--- config.mk ---
export PLATFORM = sky130hd
export DESIGN_NAME = stereoTileSequencer
export DESIGN_NICKNAME = d
export VERILOG_FILES = /design/src/rtl/stereoSeqPkg.sv /design/src/rtl/stereoSeqPath.sv /design/src/rtl/stereoSeqCtrl.sv /design/src/rtl/stereoTileSequencer.sv
export SDC_FILE = /design/constraint.sdc
export NUM_CORES = 1
export LEC_CHECK = 0
export BUFFER_PORTS_ARGS = -buffer_cell sky130_fd_sc_hd__buf_2
export CAP_MARGIN = 5
export CORE_MARGIN = 8
export CORE_UTILIZATION = 30
export DETAILED_ROUTE_END_ITERATION = 10
export HOLD_SLACK_MARGIN = 0.03
export PLACE_DENSITY = 0.52
export SLEW_MARGIN = 20
export SYNTH_ARGS = -nofsm -noshare
export SYNTH_HDL_FRONTEND = slang
export SYNTH_SLANG_ARGS = --single-unit
--- constraint.sdc ---
create_clock -name clk -period 2.9 [get_ports clk]
set_input_delay 0.145 -clock clk [delete_from_list [all_inputs] [get_ports clk]]
set_output_delay 0.145 -clock clk [all_outputs]
set_load 0.02 [all_outputs]
--- src/rtl/stereoSeqPkg.sv ---
package stereoSeqPkg;

  typedef enum logic [1:0] {
    SEQ_MONO = 2'd0,
    SEQ_LR   = 2'd1,
    SEQ_PAIR = 2'd2
  } seqMode_e;

  // strobes from control to datapath
  typedef struct packed {
    logic load;       // capture configuration, clear walk
    logic step;       // move to next index
    logic advCore;    // position finished, rotate core pointer
    logic rightView;  // current dispatch is right view
  } seqStrobe_t;

endpackage

--- src/rtl/stereoSeqPath.sv ---
module stereoSeqPath
  import stereoSeqPkg::*;
#(
  parameter int COORD_W   = 7,
  parameter int NUM_CORES = 2,
  parameter int CORE_W    = $clog2(NUM_CORES)
) (
  input  logic                 clk,
  input  logic                 rstN,
  input  seqStrobe_t           strobe,
  input  logic [COORD_W-1:0]   gridW,
  input  logic [COORD_W-1:0]   gridH,
  input  logic [1:0]           viewCount,
  input  logic                 colorDepth,
  input  logic                 pairMode,
  input  logic [NUM_CORES-1:0] coreReady,
  output seqMode_e             mode,
  output logic                 inGrid,
  output logic                 lastPos,
  output logic                 readySel,
  output logic [COORD_W-1:0]   tileX,
  output logic [COORD_W-1:0]   tileY,
  output logic [CORE_W-1:0]    coreIdx
);

  localparam int IDX_W = 2 * COORD_W;
  localparam int SUM_W = CORE_W + 2;

  logic [COORD_W-1:0] cfgW, cfgH;
  seqMode_e           cfgMode, loadMode;
  logic [IDX_W-1:0]   walkIdx;
  logic [CORE_W-1:0]  rrPtr, rrNext;
  logic [SUM_W-1:0]   rrSum, rrInc;

  assign loadMode = (viewCount == 2'd2 && colorDepth)
                    ? (pairMode ? SEQ_PAIR : SEQ_LR) : SEQ_MONO;

  always_ff @(posedge clk or negedge rstN) begin
    if (!rstN) begin
      cfgW    <= '0;
      cfgH    <= '0;
      cfgMode <= SEQ_MONO;
      walkIdx <= '0;
      rrPtr   <= '0;
    end else begin
      if (strobe.load) begin
        cfgW    <= gridW;
        cfgH    <= gridH;
        cfgMode <= loadMode;
        walkIdx <= '0;
        rrPtr   <= '0;
      end else begin
        if (strobe.step)    walkIdx <= walkIdx + IDX_W'(1);
        if (strobe.advCore) rrPtr   <= rrNext;
      end
    end
  end

  // de-interleave the Z-curve index
  for (genvar i = 0; i < COORD_W; i++) begin : g_split
    assign tileX[i] = walkIdx[2*i];
    assign tileY[i] = walkIdx[2*i+1];
  end

  assign inGrid  = (tileX < cfgW) && (tileY < cfgH);
  assign lastPos = (tileX == cfgW - COORD_W'(1)) && (tileY == cfgH - COORD_W'(1));
  assign mode    = cfgMode;

  // core rotation: pairs of cores in left-right mode, single cores otherwise
  assign rrInc  = (cfgMode == SEQ_LR) ? SUM_W'(2) : SUM_W'(1);
  assign rrSum  = SUM_W'(rrPtr) + rrInc;
  assign rrNext = (rrSum >= SUM_W'(NUM_CORES)) ? CORE_W'(rrSum - SUM_W'(NUM_CORES))
                                               : CORE_W'(rrSum);

  assign coreIdx  = (cfgMode == SEQ_LR) ? (rrPtr | CORE_W'(strobe.rightView)) : rrPtr;
  assign readySel = coreReady[coreIdx];

endmodule

--- src/rtl/stereoSeqCtrl.sv ---
module stereoSeqCtrl
  import stereoSeqPkg::*;
(
  input  logic       clk,
  input  logic       rstN,
  input  logic       start,
  input  seqMode_e   mode,
  input  logic       inGrid,
  input  logic       lastPos,
  input  logic       readySel,
  output seqStrobe_t strobe,
  output logic       dispValid,
  output logic       viewId,
  output logic       pairJob,
  output logic       done
);

  logic running, rightPhase, doneQ;
  logic fire, posDone, finish;

  assign dispValid = running && inGrid;
  assign fire      = dispValid && readySel;
  assign posDone   = fire && (mode != SEQ_LR || rightPhase);
  assign finish    = posDone && lastPos;

  always_comb begin
    strobe.load      = !running && start;
    strobe.step      = running && (!inGrid || posDone) && !finish;
    strobe.advCore   = posDone;
    strobe.rightView = rightPhase;
  end

  always_ff @(posedge clk or negedge rstN) begin
    if (!rstN) begin
      running    <= 1'b0;
      rightPhase <= 1'b0;
      doneQ      <= 1'b0;
    end else begin
      doneQ <= finish;
      if (strobe.load) begin
        running    <= 1'b1;
        rightPhase <= 1'b0;
      end else begin
        if (finish) running <= 1'b0;
        if (fire && mode == SEQ_LR) rightPhase <= ~rightPhase;
      end
    end
  end

  assign viewId  = rightPhase;
  assign pairJob = (mode == SEQ_PAIR);
  assign done    = doneQ;

endmodule

--- src/rtl/stereoTileSequencer.sv ---
module stereoTileSequencer
  import stereoSeqPkg::*;
#(
  parameter int COORD_W   = 7,
  parameter int NUM_CORES = 2,
  localparam int CORE_W   = $clog2(NUM_CORES)
) (
  input  logic                 clk,
  input  logic                 rstN,
  input  logic                 start,
  input  logic [COORD_W-1:0]   gridW,
  input  logic [COORD_W-1:0]   gridH,
  input  logic [1:0]           viewCount,
  input  logic                 colorDepth,
  input  logic                 pairMode,
  input  logic [NUM_CORES-1:0] coreReady,
  output logic                 dispValid,
  output logic [COORD_W-1:0]   tileX,
  output logic [COORD_W-1:0]   tileY,
  output logic                 viewId,
  output logic                 pairJob,
  output logic [CORE_W-1:0]    coreIdx,
  output logic                 done
);

  seqStrobe_t strobe;
  seqMode_e   mode;
  logic       inGrid, lastPos, readySel;

  stereoSeqPath #(.COORD_W(COORD_W), .NUM_CORES(NUM_CORES), .CORE_W(CORE_W)) u_path (
    .clk(clk), .rstN(rstN), .strobe(strobe),
    .gridW(gridW), .gridH(gridH), .viewCount(viewCount),
    .colorDepth(colorDepth), .pairMode(pairMode), .coreReady(coreReady),
    .mode(mode), .inGrid(inGrid), .lastPos(lastPos), .readySel(readySel),
    .tileX(tileX), .tileY(tileY), .coreIdx(coreIdx)
  );

  stereoSeqCtrl u_ctrl (
    .clk(clk), .rstN(rstN), .start(start), .mode(mode),
    .inGrid(inGrid), .lastPos(lastPos), .readySel(readySel),
    .strobe(strobe), .dispValid(dispValid), .viewId(viewId),
    .pairJob(pairJob), .done(done)
  );

endmodule

==> out/results.tsv <==
stage	metric	value	unit
setup_path	cpMaxStageDelayCell	a2111oi_1	
timing	tightest_slew	0.8159	ns
pwr	power_density	603.9	nW/µm²
setup_path	cp_max_fo	12	
routing	routedWlPerCell	16.10	µm
timing	finalMaxSlewViolations	0	
setup_path	arrival	2.94	ns
global_routing	antenna_found_initial	0	
cells_and_area	fin_cells	433	
global_routing	overflow	0	
die	ios	42	
setup_path	worstPathRequired	3.11	ns
timing	rsz0062_at_grt	false	
setup_path	r2r_end	u_path.walkIdx[7]	
routing	ant_nets	0	
clocking	cts.sinks	34	
synthesis	async_flop_share	100.0	%
synthesis	synth_fa_ha_area_share	8.521	%
global_routing	grt_usage	12.52	%
timing	tns	0	ns
cells_and_area	fillers	854	
setup_path	r2r_cells	9	
synthesis	synth_seq_area_share	34.09	%
routing	num_vias	2185	
timing	finalCriticalPeriod	2.729	ns
pwr	pwr-share-clk	20.8	%
clocking	clk_path_buf_depth	2	
global_routing	grt_first_pass_wirelength	11.39	mm
pwr	seqPwrFrac	37.9	%
setup_path	r2r_start	u_path.cfgH[1]	
global_routing	grt_pass1_vias	2214	
worst_hold_path	hold-path-endpoint	u_path.mode[0]	
routing	viasPerCell	5.046	
cells_and_area	final_layout_size_suffix_gt1_share	21.04	%
timing	fin_crit_sh	94.09	%
timing	slew-limit-headroom	45.61	%
cells_and_area	fin_nets	367	
timing	fmax	0.3665	GHz
pwr	peakVddDrop	164.1	µV
placed_design	place.gp.congestion	0.8333	
timing	hold_viol	0	
synthesis	ys_warn_count	0	
setup_path	startpoint_type	flip-flop	
setup_path	r2r_slack	0.17	ns
timing	setup_viol	0	
clocking	clk_pin_slew	0.07	ns
setup_path	max_stage_delay	0.42	ns
synthesis	synth_compound_area_share	19.90	%
synthesis	synth_edf_count	0	
routing	route.detailed.drc	0	
clocking	cts_tree	done	
clocking	htree_levels	2	
synthesis	ys_types	55	
routing	first_pass_iters	5	
timing	clock_skew	0.009539	ns
status	status	completed	
placed_design	portBuffers	41	
cells_and_area	area_delta_synth_final	17.89	%
routing	wirelength	6.972	mm
setup_path	endpoint_kind	flip-flop	
setup_path	path_cells	inv_1 -> ha_2 -> nor4bb_1 -> o22ai_1 -> a2111oi_1 -> nor4b_4 -> a21oi_2 -> o211ai_1 -> mux2i_1	
worst_hold_path	worstHoldStart	pairMode	
placed_design	post-dp-hpwl	5.273	mm
synthesis	syn_area	2496	µm²
clocking	clk_latency	0.29	ns
pwr	leakagePower	1.452	nW
pwr	power_frac_comb	41.2	%
global_routing	grt_max_degree	35	
synthesis	yosys.area_share.simple	22.01	%
die	dieWidth	107.2	µm
die	rows	33	
cells_and_area	antenna_cells	0	
job	drv_cap	0	
synthesis	synth_fp_nets	322	
synthesis	synth_top_family_by_area	simple AND/OR/NAND/NOR gates	
synthesis	syn_avg_cell_area	8.852	µm²
pwr	swShare	41.01	%
die	initial_core_util	30.69	%
synthesis	synth_xor_area_share	3.860	%
cells_and_area	fin_util	36.18	%
die	core_area	8134	µm²
worst_hold_path	whs_path_depth	2	
synthesis	synth_cells	282	
synthesis	yosys_most_used_dff	dfrtp_1	
placed_design	place_area	2838	µm²
die	dieArea	11500	µm²
synthesis	muxShareOfSynthArea	6.165	%
cells_and_area	register_area	850.8	µm²
placed_design	post-place-cells	424	
die	die_h	107.2	µm
routing	drt_iter0_drc	179	
pwr	switchingPower	0.7287	mW
clocking	cts-root-buf	clkbuf_8	
pwr	internal-power	1.048	mW
cells_and_area	fin_area	2943	µm²
cells_and_area	multi_input_area	1515	µm²
clocking	cts_inserted_buffers	5	
synthesis	ys_ff_latch	34	
setup_path	path_class	flip-flop to flip-flop	
worst_hold_path	hold_path_class	input port to flip-flop	
## routing by layer
metal	vias to the layer above	track usage [%]	part of all wire, %
li1	1110	-	-
met1	1016	16.00	46
met2	57	20.30	47
met3	2	2.579	6.1
met4	0	4.523	0.67
met5	-	0	0
## registers in the layout, indices dropped and copies added (netlist names)
| signal | flops |
|---|---|
| u_path.rrPtr | 1 |
| u_ctrl.done | 1 |
| u_path.cfgH | 7 |
| u_path.cfgW | 7 |
| u_path.walkIdx | 14 |
| u_ctrl.running | 1 |
| u_ctrl.viewId | 1 |
| u_path.mode | 2 |
## cell usage in the layout (no fill, tap or decap), types with 5 or more instances in the layout
master / count
nand3_1: 6
clkbuf_8: 6
and3_1: 5
nor3_1: 7
dfrtp_1: 34
nand2_1: 39
nand4_1: 5
buf_4: 7
ha_1: 16
xnor2_1: 6
xor2_1: 5
nand2b_1: 6
nor2_1: 10
o21ai_0: 23
inv_1: 23
o21a_1: 5
buf_2: 41
o31ai_1: 5
mux2i_1: 12
## power by group through the flow
stage | Combinational, mW | Clock [mW] | Sequential (mW)
2_1_floorplan | 0.471 | 0 | 0.708
3_3_place_gp | 0.728 | 0 | 0.681
3_5_place_dp | 0.736 | 0 | 0.682
4_1_cts | 0.742 | 0.385 | 0.674
5_1_grt | 0.825 | 0.393 | 0.693
6_report | 0.733 | 0.370 | 0.674
## final cells by class
cell class	instances	share of cell area, %
Inverter	23	2.934
Timing Repair Buffer	49	9.099
Multi-Input combinational cell	214	51.49
Clock buffer	7	2.934
Tap cell	105	4.464
Clock inverter	1	0.1701
Sequential cell	34	28.91
## synth_stat cells (2+ instances only)
master | instances | area (µm²)
o211ai_1 | 4 | 30.03
nor2b_1 | 4 | 25.02
o31ai_1 | 5 | 37.54
nand2_1 | 39 | 146.4
o211ai_2 | 3 | 37.54
o2111ai_1 | 4 | 35.03
and3_1 | 5 | 31.28
a22o_1 | 3 | 26.28
nand4_1 | 5 | 31.28
nand3_1 | 6 | 30.03
dfrtp_1 | 34 | 850.8
nor2_1 | 11 | 41.29
o22ai_1 | 2 | 12.51
a31oi_1 | 2 | 12.51
xnor2_1 | 6 | 52.55
xor2_1 | 5 | 43.79
mux2_2 | 3 | 33.78
nor3_1 | 7 | 35.03
and2_1 | 2 | 12.51
o21a_1 | 5 | 37.54
ha_1 | 17 | 212.7
o21ai_1 | 2 | 10.01
a32oi_1 | 4 | 35.03
clkbuf_1 | 9 | 33.78
a21oi_1 | 2 | 10.01
inv_1 | 23 | 86.33
o21ai_0 | 23 | 115.1
nand3b_1 | 2 | 15.01
mux2i_1 | 12 | 120.1
nand2b_1 | 6 | 37.54
a2111oi_0 | 2 | 17.52
a21o_1 | 2 | 15.01
## worst max path at each step
| stage | depth (start not counted) | slack (ns) | startpoint | end |
|---|---|---|---|---|
| floorplan | 9 | 0.43 | u_path.walkIdx[3] | u_path.walkIdx[11] |
| global placement | 9 | 0.31 | u_path.cfgH[1] | u_path.walkIdx[1] |
| detailed placement | 9 | 0.17 | u_path.cfgH[1] | u_path.walkIdx[1] |
| CTS | 9 | 0.12 | u_path.cfgH[0] | u_path.walkIdx[1] |
| global route | 9 | 0.02 | u_path.cfgH[0] | u_path.walkIdx[7] |
| finish | 9 | 0.17 | u_path.cfgH[1] | u_path.walkIdx[7] |
## critical path, delay by kind of cell, from the launching register on
family                   cells  cell delay [ns]
AND/OR/NAND/NOR              2             0.59
flip-flops                   1             0.41
adder cells (fa/ha/maj)      1             0.27
buffers and inverters        1             0.11
multiplexers                 1             0.21
AO/OA/AOI/OAI                4             1.06
## metrics by stage
step	power [mW]	hold slack, ns	setup WS, ns
2_1_floorplan	1.179	-0.1506	0.4309
3_3_place_gp	1.409	0.2967	0.3129
3_5_place_dp	1.418	0.2881	0.1652
4_1_cts	1.801	0.03478	0.1169
5_1_grt	1.911	0.04044	0.01721
6_report	1.777	0.04386	0.1715
## kinds of logic after synthesis
group                    after synthesis
AND/OR/NAND/NOR                      101
adder cells (fa/ha/maj)               17
XOR/XNOR                              11
buffers and inverters                 34
flip-flops                            34
AO/OA/AOI/OAI                         70
multiplexers                          15
## timing repair
action                     4_1_cts  5_1_grt
hold endpoints to repair        34        0
hold buffers                     1        0
setup buffers                    0        0
setup endpoints to repair        0       11
resized for setup                0        2
No activity file was read; power rests on OpenSTA's default activity.
